## src/rtl/seg_xlate_pkg.sv

```systemverilog
`timescale 1ns/1ps
package seg_xlate_pkg;

  typedef enum logic [1:0] {
    FLT_NONE   = 2'd0,
    FLT_BADSEG = 2'd1,
    FLT_LIMIT  = 2'd2,
    FLT_WPROT  = 2'd3
  } flt_e;

  // Priority encoder: bad segment, then limit, then write protection.
  function automatic flt_e pick_fault(input logic bad, input logic over, input logic wp);
    if (bad)       return FLT_BADSEG;
    else if (over) return FLT_LIMIT;
    else if (wp)   return FLT_WPROT;
    else           return FLT_NONE;
  endfunction

endpackage

```

## src/rtl/seg_table.sv

```systemverilog
`timescale 1ns/1ps
module seg_table #(
  parameter int SEG_COUNT = 4,
  parameter int ADDR_W    = 32,
  parameter int SEL_W     = 3,
  localparam int IDX_W    = $clog2(SEG_COUNT)
) (
  input  logic              clk,
  input  logic              rst_n,
  input  logic              cfg_we,
  input  logic [IDX_W-1:0]  cfg_idx,
  input  logic [ADDR_W-1:0] cfg_base,
  input  logic [ADDR_W-1:0] cfg_limit,
  input  logic              cfg_ro,
  input  logic              cfg_present,
  input  logic              flat_mode,
  input  logic [SEL_W-1:0]  rd_sel,
  output logic [ADDR_W-1:0] rd_base,
  output logic [ADDR_W-1:0] rd_limit,
  output logic              rd_unbounded,
  output logic              rd_ro,
  output logic              rd_present,
  output logic              rd_in_range
);

  logic [ADDR_W-1:0] ent_base  [SEG_COUNT];
  logic [ADDR_W-1:0] ent_limit [SEG_COUNT];
  logic              ent_ro    [SEG_COUNT];
  logic              ent_pres  [SEG_COUNT];

  for (genvar g = 0; g < SEG_COUNT; g++) begin : g_ent
    logic hit_wr;
    assign hit_wr = cfg_we && (cfg_idx == IDX_W'(g));
    always_ff @(posedge clk or negedge rst_n) begin
      if (!rst_n) begin
        ent_base[g]  <= '0;
        ent_limit[g] <= '0;
        ent_ro[g]    <= 1'b0;
        ent_pres[g]  <= 1'b0;
      end else if (hit_wr) begin
        ent_base[g]  <= cfg_base;
        ent_limit[g] <= cfg_limit;
        ent_ro[g]    <= cfg_ro;
        ent_pres[g]  <= cfg_present;
      end
    end
  end

  logic [ADDR_W-1:0] sel_base;
  logic [ADDR_W-1:0] sel_limit;
  logic              sel_ro;
  logic              sel_pres;

  always_comb begin
    sel_base  = '0;
    sel_limit = '0;
    sel_ro    = 1'b0;
    sel_pres  = 1'b0;
    for (int i = 0; i < SEG_COUNT; i++) begin
      if (rd_sel == SEL_W'(i)) begin
        sel_base  = ent_base[i];
        sel_limit = ent_limit[i];
        sel_ro    = ent_ro[i];
        sel_pres  = ent_pres[i];
      end
    end
  end

  assign rd_in_range  = ({1'b0, rd_sel} < (SEL_W+1)'(SEG_COUNT));
  assign rd_base      = flat_mode ? '0 : sel_base;
  assign rd_limit     = flat_mode ? '1 : sel_limit;
  assign rd_unbounded = flat_mode;
  assign rd_ro        = sel_ro;
  assign rd_present   = sel_pres;

endmodule

```

## src/rtl/seg_check.sv

```systemverilog
`timescale 1ns/1ps
module seg_check
  import seg_xlate_pkg::*;
#(
  parameter int ADDR_W = 32
) (
  input  logic              req_valid,
  input  logic [ADDR_W-1:0] req_offset,
  input  logic              req_write,
  input  logic              in_range,
  input  logic              present,
  input  logic              ro,
  input  logic              unbounded,
  input  logic [ADDR_W-1:0] base,
  input  logic [ADDR_W-1:0] limit,
  output logic              ev_badseg,
  output logic              ev_over,
  output logic              ev_wprot,
  output logic              ok,
  output flt_e              fault,
  output logic [ADDR_W-1:0] paddr
);

  function automatic logic [ADDR_W-1:0] wrap_add(input logic [ADDR_W-1:0] a,
                                                 input logic [ADDR_W-1:0] b);
    return a + b;
  endfunction

  function automatic logic past_limit(input logic [ADDR_W-1:0] off,
                                      input logic [ADDR_W-1:0] lim,
                                      input logic no_bound);
    return !no_bound && (off >= lim);
  endfunction

  assign ev_badseg = req_valid && !(in_range && present);
  assign ev_over   = req_valid && past_limit(req_offset, limit, unbounded);
  assign ev_wprot  = req_valid && req_write && ro;

  always_comb begin
    fault = FLT_NONE;
    if (req_valid) fault = pick_fault(ev_badseg, ev_over, ev_wprot);
  end

  assign ok    = req_valid && (fault == FLT_NONE);
  assign paddr = ok ? wrap_add(base, req_offset) : '0;

endmodule

```

## src/rtl/seg_xlate_top.sv

```systemverilog
`timescale 1ns/1ps
module seg_xlate_top
  import seg_xlate_pkg::*;
#(
  parameter int SEG_COUNT = 4,
  parameter int ADDR_W    = 32,
  parameter int SEL_W     = 3,
  localparam int IDX_W    = $clog2(SEG_COUNT)
) (
  input  logic              clk,
  input  logic              rst_n,
  input  logic              cfg_we,
  input  logic [IDX_W-1:0]  cfg_idx,
  input  logic [ADDR_W-1:0] cfg_base,
  input  logic [ADDR_W-1:0] cfg_limit,
  input  logic              cfg_ro,
  input  logic              cfg_present,
  input  logic              flat_mode,
  input  logic              req_valid,
  input  logic [SEL_W-1:0]  req_seg,
  input  logic [ADDR_W-1:0] req_offset,
  input  logic              req_write,
  output logic              rsp_valid,
  output logic              rsp_ok,
  output logic [1:0]        rsp_fault,
  output logic [ADDR_W-1:0] rsp_paddr
);

  logic [ADDR_W-1:0] t_base;
  logic [ADDR_W-1:0] t_limit;
  logic              t_unbounded;
  logic              t_ro;
  logic              t_present;
  logic              t_in_range;
  logic              ev_badseg;
  logic              ev_over;
  logic              ev_wprot;
  flt_e              fault_code;

  seg_table #(
    .SEG_COUNT (SEG_COUNT),
    .ADDR_W    (ADDR_W),
    .SEL_W     (SEL_W)
  ) u_table (
    .clk          (clk),
    .rst_n        (rst_n),
    .cfg_we       (cfg_we),
    .cfg_idx      (cfg_idx),
    .cfg_base     (cfg_base),
    .cfg_limit    (cfg_limit),
    .cfg_ro       (cfg_ro),
    .cfg_present  (cfg_present),
    .flat_mode    (flat_mode),
    .rd_sel       (req_seg),
    .rd_base      (t_base),
    .rd_limit     (t_limit),
    .rd_unbounded (t_unbounded),
    .rd_ro        (t_ro),
    .rd_present   (t_present),
    .rd_in_range  (t_in_range)
  );

  seg_check #(
    .ADDR_W (ADDR_W)
  ) u_check (
    .req_valid  (req_valid),
    .req_offset (req_offset),
    .req_write  (req_write),
    .in_range   (t_in_range),
    .present    (t_present),
    .ro         (t_ro),
    .unbounded  (t_unbounded),
    .base       (t_base),
    .limit      (t_limit),
    .ev_badseg  (ev_badseg),
    .ev_over    (ev_over),
    .ev_wprot   (ev_wprot),
    .ok         (rsp_ok),
    .fault      (fault_code),
    .paddr      (rsp_paddr)
  );

  assign rsp_valid = req_valid;
  assign rsp_fault = fault_code;

endmodule

```

## config.mk

```make
export PLATFORM = sky130hd
export DESIGN_NAME = seg_xlate_top
export DESIGN_NICKNAME = d
export VERILOG_FILES = /design/src/rtl/seg_xlate_pkg.sv /design/src/rtl/seg_table.sv /design/src/rtl/seg_check.sv /design/src/rtl/seg_xlate_top.sv
export SDC_FILE = /design/constraint.sdc
export NUM_CORES = 1
export LEC_CHECK = 0
export ABC_CLOCK_PERIOD_IN_PS = 8900
export BUFFER_PORTS_ARGS = -buffer_cell sky130_fd_sc_hd__buf_2
export CORE_MARGIN = 4
export CORE_UTILIZATION = 35
export CTS_CLUSTER_SIZE = 40
export DETAILED_ROUTE_END_ITERATION = 10
export PLACE_DENSITY = 0.62
export SYNTH_ARGS = -nofsm -noshare
export SYNTH_HDL_FRONTEND = slang
export SYNTH_SLANG_ARGS = --single-unit
```

## constraint.sdc

```tcl
create_clock -name clk -period 8.9 [get_ports clk]
set_input_delay 0.89 -clock clk [delete_from_list [all_inputs] [get_ports clk]]
set_output_delay 0.89 -clock clk [all_outputs]
set_load 0.03 [all_outputs]
```

==> key figures, run 1 <==
Floorplan
  • Core area: about 40000 sq um
  • Rows: 73
  • # IOs: 145
  • Die ar.: about 44000 sq um
  • Die width: about 210 um
  • Initial core utilization: ~36%
  • Die Y: ~210 um

Power
  • Pwr dens: ~210 nW/um^2
  • P_leak: 0.00738 uW
  • VDD IR max: between 0.1 and 0.15 mV

Logic synthesis
  • Post-synthesis sequential area ratio: 46.6%
  • Area contributors post-synth: dfrtp_1 (47%), mux2_2 (23%), ha_1 (5.6%)
  • Post-Synthesis Cells: 1205
  • Mean Syn Cell Area: 11.8 sq um
  • Area leader, netlist: dfrtp_1
  • #FFs+latches synth: roughly 260
  • Async SR Flop Fraction: between 90% and 100%
  • Post-synth EDFFs: 0
  • Mapped cell area: between 10000 and 15000 sq um
  • Synth unique cells: 67
  • Most common cell in the netlist: mux2_2
  • Yosys Warn Count: 0
  • Top cells by count, synth: mux2_2 (295), dfrtp_1 (264), nor2_1 (75)
  • Most used flip-flop cell after synthesis: dfrtp_1
  • Syn_nets: between 1000 and 1500
  • Post-synth top area share: ~47%

STA
  • Final min period: between 6000 and 7000 ps
  • # setup viols final: 0
  • Least-Margin Pin Slew: around 1100 ps
  • Fin. max-slew vios: 0
  • Final Hold Viols: 0
  • Rel. slew slack: around a quarter
  • RSZ-0062 raised after global routing: no
  • Post-Route Skew: 0 ps
  • TNS Setup: 0 ps
  • Fmax: 148 MHz
  • Final Cycle Share: 75.8%

Critical path
  • Reg-to-reg startpoint: u_table.ent_limit[17]
  • Crit Path Max Fanout: 40
  • CP Capture Type: output pin
  • Setup CP Type: in -> out
  • Startpoint types: input port
  • CP Launch Point: req_seg[0]
  • Critical Path AT: 5860 ps
  • Worst r2r path cells: 1
  • Crit path to: rsp_paddr[28]
  • R2R Setup Slk: roughly 8100 ps
  • RR Endpoint: u_table.ent_limit[17]
  • Critical Path RT: roughly 8000 ps

Place
  • Final HPWL DP: 27.8 mm
  • Port Buffers: around 140
  • Placed cell area: ~15000 sq um
  • RePlAce Congestion: 0.900

Clock tree
  • TritonCTS clock tree: built
  • Hold_buf cts: 0
  • Clock Latency Late Sink: about 550 ps
  • Post-CTS sizing: 0
  • Clk sinks: ~260
  • CTS clk-pin slew, worst paths: 70 ps
  • CTS buffer count: 28
  • Setup Fix Bufs, Post-CTS: 0
  • Clock Tree Buf Depth: 3
  • H-tree levels: 1
  • CTS Root Cell: clkbuf_16

Layout
  • Post-route cell area: between 15000 and 20000 sq um
  • Register area: 6610 sq um
  • Fillcell total: between 3000 and 4000
  • Fin util: around 40%
  • Multi-input logic area: between 7000 and 8000 sq um
  • Share of cells above drive strength 1: 39.0%
  • Synth-to-layout area growth: 15.4%
  • Final Net Count: around 1500

Outcome
  • Status: finished clean

Drt
  • Routed via count: between 10000 and 15000
  • Vias/cell: 5.47
  • Drt first-iter violations: 787
  • # DRC: 0
  • Routed wire length: about 40 mm
  • WL/cell: roughly 22 um
  • Final ANT Viol Nets: 0
  • TritonRoute pass-1 iters: 5

Global route
  • First-pass GRT wire length: ~62 mm
  • Largest net degree at the start of global routing: ~180
  • Vias in the first global route: roughly 10000
  • Antenna violations before repair: 3
  • Overall routing resource usage: approximately 18%
  • Gr ovfl total: 0

Worst hold path
  • Hold crit path type: in -> async

Job
  • Max cap viols: 0
-- final cells by class --
| class | count | area share [%] |
|---|---|---|
| Antenna cell | 2 | 0.0306 |
| Clock buffer | 39 | 5.21 |
| Tap cell | 525 | 4.01 |
| Timing Repair Buffer | 159 | 5.24 |
| Multi-Input combinational cell | 859 | 44.4 |
| Clock inverter | 10 | 0.520 |
| Inverter | 8 | 0.183 |
| Sequential cell | 264 | 40.4 |
-- cells by family (layout without fill, tap and decap cells) --
family	Yosys count	count (layout)	synth area share [%]
DFF	264	264	46.6
adders and majority gates	64	64	5.70
and+or+nand+nor	193	193	6.24
buffers and inverters	82	216	2.28
other	0	2	0
AOI/OAI and AO/OA	250	250	11.7
muxes	331	331	26.2
xor gates and xnor gates	21	21	1.30
-- worst max-delay path, cell delays in order --
cell and delay, ps:
buf_2 520, buf_4 570, and3_1 680, buf_4 360
a221oi_1 130, ha_1 360, a2111oi_0 430, o21ai_0 150
a21oi_1 160, nor3_1 80, a211oi_2 290, a21oi_2 80
buf_4 250, or4_1 530, nand2_1 150, buf_2 230
-- layout by cell type (no fill, tap or decap), types with 6 or more instances in the layout --
cell type	count
buf_4	15
mux2i_1	33
o21ai_0	74
a21o_1	31
inv_1	7
o211ai_1	6
clkbuf_8	9
mux2_2	295
nand4_1	7
ha_1	63
nor2_1	74
nand2_1	54
xor2_1	12
clkinv_2	7
clkbuf_16	29
nand3_1	8
a21oi_1	36
dfrtp_1	264
xnor2_1	9
nor3_1	11
buf_2	142
o22ai_1	33
nand2b_1	9
a221oi_1	31
-- flip-flops by register name (all words and copies together), names as in the netlist --
| signal | flops |
|---|---|
| u_table.ent_ro | 4 |
| u_table.ent_pres | 4 |
| u_table.ent_base | 128 |
| u_table.ent_limit | 128 |
-- per-layer routing --
metal | GRT usage, % | share of wire, % | wire (um) | up-vias
met1 | 25.6 | 46 | 18500 | 5171
met3 | 2.88 | 5.3 | 2120 | 62
met2 | 28.0 | 46 | 18300 | 270
met5 | 0 | 0 | 0 | -
met4 | 4.95 | 2.9 | 1180 | 0
li1 | - | - | - | 4703
-- worst min path at each step --
stage	startpoint	to	slack, ps	cells after the start
2_1_floorplan	u_table.ent_base[55]	u_table.ent_base[55]	470	1
3_3_place_gp	u_table.ent_base[35]	u_table.ent_base[35]	480	1
3_5_place_dp	u_table.ent_base[11]	u_table.ent_base[11]	490	1
4_1_cts	rst_n	u_table.ent_base[42]	330	1
5_1_grt	rst_n	u_table.ent_base[42]	360	1
6_report	rst_n	u_table.ent_base[11]	320	1
-- per-stage QoR --
step	hold WS [ps]	instances	power [uW]	setup WS [ps]
finish	320	1866	3480	2150
floorplan	474	1205	2060	3190
detailed placement	487	1815	2310	2220
CTS	330	1864	3500	2190
global route	361	1865	3650	1730
global placement	482	1815	2280	2320
-- power breakdown --
| group | internal (uW) | switching [uW] | total (uW) |
|---|---|---|---|
| sequential | 1430 | 112 | 1540 |
| clock | 695 | 491 | 1190 |
| combinational | 365 | 385 | 751 |
Power figures use the tool's default switching activity.
==> run 2: changes to the inputs <==
ABC_CLOCK_PERIOD_IN_PS = 6000   (was 8900)
PLACE_DENSITY = 0.64   (was 0.62)
clock period = 6 ns   (was 8.9 ns; I/O delays follow)
==> key figures, run 2 (synthesized netlist as in run 1, its figures left out) <==
Outcome
  • Status: finished clean

STA
  • # setup viols final: 0 (unchanged)
  • TNS Setup: 0 ps (unchanged)
  • Post-Route Skew: 0 ps (unchanged)
  • Final Cycle Share: between 80% and 90%
  • Final min period: around 5400 ps
  • Rel. slew slack: 25.0% (-0.73 points)
  • Final Hold Viols: 0 (unchanged)
  • RSZ-0062 raised after global routing: no
  • Least-Margin Pin Slew: 1130 ps (+11.0 ps)
  • Fmax: around 190 MHz
  • Setup ws final: 618 ps (-1540 ps)
  • Fin. max-slew vios: 0 (unchanged)

Critical path
  • Crit path cell chain: buf_4, buf_4, mux2_2, o22ai_1, nor2_1, ha_1, a21oi_1, nor3b_1, a2111o_1, a211oi_2, o2111a_2, or4_4, o211a_1, nor3_1, buf_2
  • Max stage delay on crit path: 430 ps (-250 ps)
  • Crit Path Max Fanout: 19 (-53%)
  • CP Capture Type: output pin
  • Buffer and inverter count on the worst path: 3 (-2)
  • Startpoint types: input port
  • Critical Path RT: 5400 ps (-2610 ps)
  • CP max stage cell: or4_4
  • Worst r2r path cells: 1 (unchanged)
  • Setup CP Type: in -> out
  • Family with the most delay on the worst path: compound AO/OA/AOI/OAI gates
  • Crit path top cell by count: buf_4
  • Critical Path AT: 4780 ps (-1080 ps)
  • Critical path depth: 15 (-1)

Drt
  • DR top layer: met5
  • Drt first-iter violations: 763 (-3.0%)
  • Vias/cell: 5.56 (+1.7%)
  • Routed wire length: 41.0 mm (+2.1%)
  • WL met1: 18.6 mm (+0.43%)
  • TritonRoute pass-1 iters: 5 (unchanged)
  • WL/cell: 21.8 um (+1.5%)
  • WL met2: 19.2 mm (+4.9%)
  • Final ANT Viol Nets: 0 (unchanged)
  • Met3 wire len: 2.38 mm (+12%)
  • Routed via count: 10445 (+2.3%)
  • # DRC: 0 (unchanged)

Worst hold path
  • Hold crit path type: in -> async

Job
  • Max cap viols: 0 (unchanged)

Layout
  • Share of cells above drive strength 1: 39.4% (+0.41 points)
  • Most common cell after layout, fill and taps aside: mux2_2
  • Post-route cell area: 16500 sq um (+0.80%)
  • Fillcell total: 3772 (-2.4%)
  • Regs by FF count: u_table.ent_base: 128 flops, u_table.ent_limit: 128 flops
  • Synth-to-layout area growth: 16.4%
  • Most frequent cells in the layout: mux2_2 (295), dfrtp_1 (264), buf_2 (142)
  • Ant. Diodes: 0 (-2)
  • Final Net Count: 1506 (+0.87%)

Global route
  • Overall routing resource usage: 18.4% (+0.61 points)
  • Largest net degree at the start of global routing: 154 (-15%)
  • Gr ovfl total: 0 (unchanged)
  • Antenna violations before repair: 3 (unchanged)
  • Vias in the first global route: 10779 (+2.9%)
  • First-pass GRT wire length: 64.4 mm (+4.0%)

Clock tree
  • Post-CTS sizing: 0 (unchanged)
  • CTS Root Cell: clkbuf_16
  • Clk sinks: 264 (unchanged)
  • TritonCTS clock tree: built
  • CTS clk-pin slew, worst paths: 60 ps (about the same)
  • CTS buffer count: 30 (+7.1%)
  • Hold_buf cts: 0 (unchanged)
  • Clock Tree Buf Depth: 3 (unchanged)
  • Clock Latency Late Sink: 560 ps (about the same)
  • Setup Fix Bufs, Post-CTS: 0 (unchanged)
  • H-tree levels: 1 (unchanged)

Power
  • P_leak: 0.00745 uW (+0.98%)
  • VDD IR max: 0.244 mV (+85%)
  • Pwr dens: 318 nW/um^2 (+50%)

Floorplan
  • Core area: 39900 sq um (unchanged)
  • Die ar.: 43800 sq um (unchanged)
  • # IOs: 145 (unchanged)
  • Rows: 73 (unchanged)
  • Initial core utilization: 35.5% (unchanged)
  • Die Y: 209 um (unchanged)
  • Die width: 209 um (unchanged)

Place
  • DP Worst Slack: 694 ps (-1520 ps)
  • Final HPWL DP: 28.9 mm (+3.7%)
  • Placed cell area: 15500 sq um (+0.54%)
  • Port Buffers: 144 (unchanged)
  • RePlAce Congestion: 0.873 (-3.0%)
==> run 2: cell types whose count changed in the layout (fill, tap and decap cells not counted), sizes merged <==
| cell | before | now |
|---|---|---|
| diode | 2 | 0 |
| clkinv | 7 | 6 |
| inv | 10 | 8 |
| clkbuf | 39 | 45 |
| buf | 159 | 170 |
==> run 2: metrics by stage <==
step / hold slack (ps) / utilization [%] / instances / total power [uW]
6_report: 84.5 / 41.3 / 1878 / 5240
5_1_grt: 142 / 41.3 / 1878 / 5500
4_1_cts: 125 / 41.3 / 1878 / 5280
3_5_place_dp: 488 / 38.8 / 1826 / 3430
3_3_place_gp: 481 / 38.8 / 1826 / 3390
2_1_floorplan: 304 / - / 1205 / 3060
==> run 2: layout make-up <==
type / instances / area, sq um / share of cell area, %
clock buffers: 45 / 917 / 5.56
clock inverters: 7 / 75.1 / 0.455
inverters: 8 / 30.0 / 0.182
multi-input cells: 859 / 7270 / 44.1
flip-flops and latches: 264 / 6610 / 40.0
well taps: 525 / 657 / 3.98
repair buffers: 170 / 941 / 5.70
==> run 2: path summary, 6_finish.rpt <==
check                                      start  slack [ps]               endpoint
max reg2reg                u_table.ent_limit[47]        5210  u_table.ent_limit[47]
max in group asynchronous                  rst_n        4540   u_table.ent_base[59]
max                                   req_seg[1]         620          rsp_paddr[24]
min                                        rst_n          80  u_table.ent_base[102]
min reg2reg                 u_table.ent_base[11]         500   u_table.ent_base[11]
min in group clk                    cfg_limit[6]         300  u_table.ent_limit[38]
==> run 2: power breakdown <==
| part | switching [uW] | internal, uW | total (uW) |
|---|---|---|---|
| Combinational | 575 | 547 | 1120 |
| Clock | 744 | 1090 | 1830 |
| Sequential | 167 | 2120 | 2290 |
==> run 2: metal layers <==
metal	global-route usage, %	vias up
met5	0	-
met4	3.44	2
met3	3.38	50
met2	30.1	287
li1	-	4741
met1	25.9	5365
==> run 3: changes to the inputs <==
MAX_ROUTING_LAYER = met4   (was unset)
==> key figures, run 3 (synthesized netlist as in run 1, its figures left out) <==
Outcome
  • Status: finished clean

Floorplan
  • Rows: 73 (unchanged)
  • # IOs: 145 (unchanged)
  • Die ar.: 43800 sq um (unchanged)
  • Die Y: 209 um (unchanged)
  • Die width: 209 um (unchanged)
  • Core area: 39900 sq um (unchanged)
  • Initial core utilization: 35.5% (unchanged)

Clock tree
  • TritonCTS clock tree: built
  • H-tree levels: 1 (unchanged)
  • CTS buffer count: 29 (-3.3%)
  • CTS Root Cell: clkbuf_16
  • Clock Tree Buf Depth: 3 (unchanged)
  • Clk sinks: 264 (unchanged)
  • Post-CTS sizing: 0 (unchanged)
  • Hold_buf cts: 1 (+1)
  • CTS clk-pin slew, worst paths: 60 ps (about the same)
  • Setup Fix Bufs, Post-CTS: 0 (unchanged)
  • Clock Latency Late Sink: 550 ps (about the same)

Power
  • VDD IR max: 0.207 mV (-15%)
  • Pwr dens: 318 nW/um^2 (about the same)
  • P_leak: 0.00743 uW (-0.35%)

Drt
  • WL/cell: 21.6 um (-1.3%)
  • Final ANT Viol Nets: 0 (unchanged)
  • Routed wire length: 40.7 mm (-0.86%)
  • TritonRoute pass-1 iters: 5 (unchanged)
  • Vias/cell: 5.51 (-0.84%)
  • Drt first-iter violations: 642 (-16%)
  • Routed via count: 10401 (-0.42%)
  • # DRC: 0 (unchanged)

STA
  • # setup viols final: 0 (unchanged)
  • Post-Route Skew: 0 ps (unchanged)
  • Fin. max-slew vios: 0 (unchanged)
  • Final Cycle Share: 88.2% (-1.5 points)
  • RSZ-0062 raised after global routing: no
  • Final min period: 5290 ps (-91.8 ps)
  • Final Hold Viols: 0 (unchanged)
  • Least-Margin Pin Slew: 1100 ps (-24.7 ps)
  • Rel. slew slack: 26.6% (+1.6 points)
  • TNS Setup: 0 ps (unchanged)
  • Hold slack: 316 ps (+232 ps)
  • Fmax: 189 MHz (+1.7%)

Place
  • Final HPWL DP: 28.9 mm (about the same)
  • RePlAce Congestion: 0.919 (+5.3%)
  • Placed cell area: 15500 sq um (unchanged)
  • Port Buffers: 144 (unchanged)
  • DP Cell Count: 1826 (unchanged)

Critical path
  • Startpoint types: input port
  • Critical Path AT: 4690 ps (-90 ps)
  • Reg-to-reg startpoint: u_table.ent_limit[15]
  • Critical Path RT: 5400 ps (about the same)
  • RR Endpoint: u_table.ent_limit[15]
  • Crit Path Max Fanout: 23 (+4)
  • Worst r2r path cells: 1 (unchanged)
  • CP Capture Type: output pin
  • Setup CP Type: in -> out
  • R2R Setup Slk: 5200 ps (about the same)

Global route
  • Largest net degree at the start of global routing: 135 (-12%)
  • Antenna violations before repair: 9 (+6)
  • Vias in the first global route: 10639 (-1.3%)
  • Overall routing resource usage: 18.6% (+0.24 points)
  • Gr ovfl total: 0 (unchanged)
  • First-pass GRT wire length: 63.2 mm (-1.9%)

Layout
  • Regs by FF count: u_table.ent_base: 128 flops, u_table.ent_limit: 128 flops
  • Fin cells: 1886 (+0.43%)
  • Most common cell after layout, fill and taps aside: mux2_2
  • Most frequent cells in the layout: mux2_2 (295), dfrtp_1 (264), buf_2 (142)
  • Share of cells above drive strength 1: 39.0% (-0.37 points)
  • Post-route cell area: 16500 sq um (about the same)
  • Final Net Count: 1506 (unchanged)
  • Synth-to-layout area growth: 16.4% (about the same)

Worst hold path
  • Hold crit path type: in -> reg
  • Hold path startpoint: cfg_limit[31]
  • Hold Path Depth: 2
  • Hold EP: u_table.ent_limit[95]

Job
  • Max cap viols: 0 (unchanged)
==> run 3: changes by cell type in the layout (fill, tap and decap cells not counted), moves of 2 or more <==
| cell | previous run | this run |
|---|---|---|
| diode_2 | 0 | 8 |
| bufinv_16 | 1 | 4 |
| clkinvlp_4 | 0 | 3 |
| clkinv_2 | 4 | 2 |
| clkbuf_1 | 4 | 8 |
| clkbuf_8 | 11 | 4 |
==> run 3: stage by stage <==
stage	power, uW	setup slack (ps)	util, %
finish	5250	710	41.4
global route	5510	380	41.4
CTS	5290	628	41.3
detailed placement	3430	653	38.8
global placement	3390	745	38.8
floorplan	3060	870	-
==> run 3: routing by layer <==
| metal | vias to the layer above | part of all wire, % | GRT usage [%] |
|---|---|---|---|
| met2 | 289 | 47 | 29.4 |
| li1 | 4740 | - | - |
| met1 | 5308 | 45 | 24.8 |
| met4 | 0 | 2.4 | 4.64 |
| met3 | 64 | 5.8 | 3.89 |
| met5 | - | 0 | - |
==> run 3: how the worst max path moves through the flow <==
stage | start | endpoint | slack [ps] | depth (start not counted)
after floorplan | req_seg[1] | rsp_paddr[24] | 870 | 15
after global placement | req_seg[0] | rsp_paddr[26] | 740 | 16
after detailed placement | req_seg[0] | rsp_paddr[26] | 650 | 16
after CTS | req_seg[0] | rsp_paddr[26] | 630 | 16
after global routing | req_seg[0] | rsp_paddr[26] | 380 | 16
final | req_seg[0] | rsp_paddr[24] | 710 | 16
==> run 3: layout make-up <==
cell class                 instances  area [sq um]
tap                              525           657
sequential                       264          6610
clock buffer                      41           811
fill                            3780         23400
inverter                           8          30.0
antenna                            8          20.0
timing repair buffer             171           951
clock inverter                    10           161
multi-input combinational        859          7270
==> run 3: worst max-delay path, stage by stage <==
cell      delay (ps)
buf_2            400
nand3b_1         160
buf_4            230
o21ai_0          170
nor2_1            60
ha_1             210
fa_1             430
a211o_1          290
o211ai_1         190
a2111o_1         280
a211oi_2          90
o2111a_2         290
or4_4            430
o211a_1          220
nor3_1           340
buf_2            290
==> run 3: report_power, final <==
part           internal [uW]  switching, uW
Clock                   1110            732
Combinational            547            571
Sequential              2120            169
Total                   3770           1470
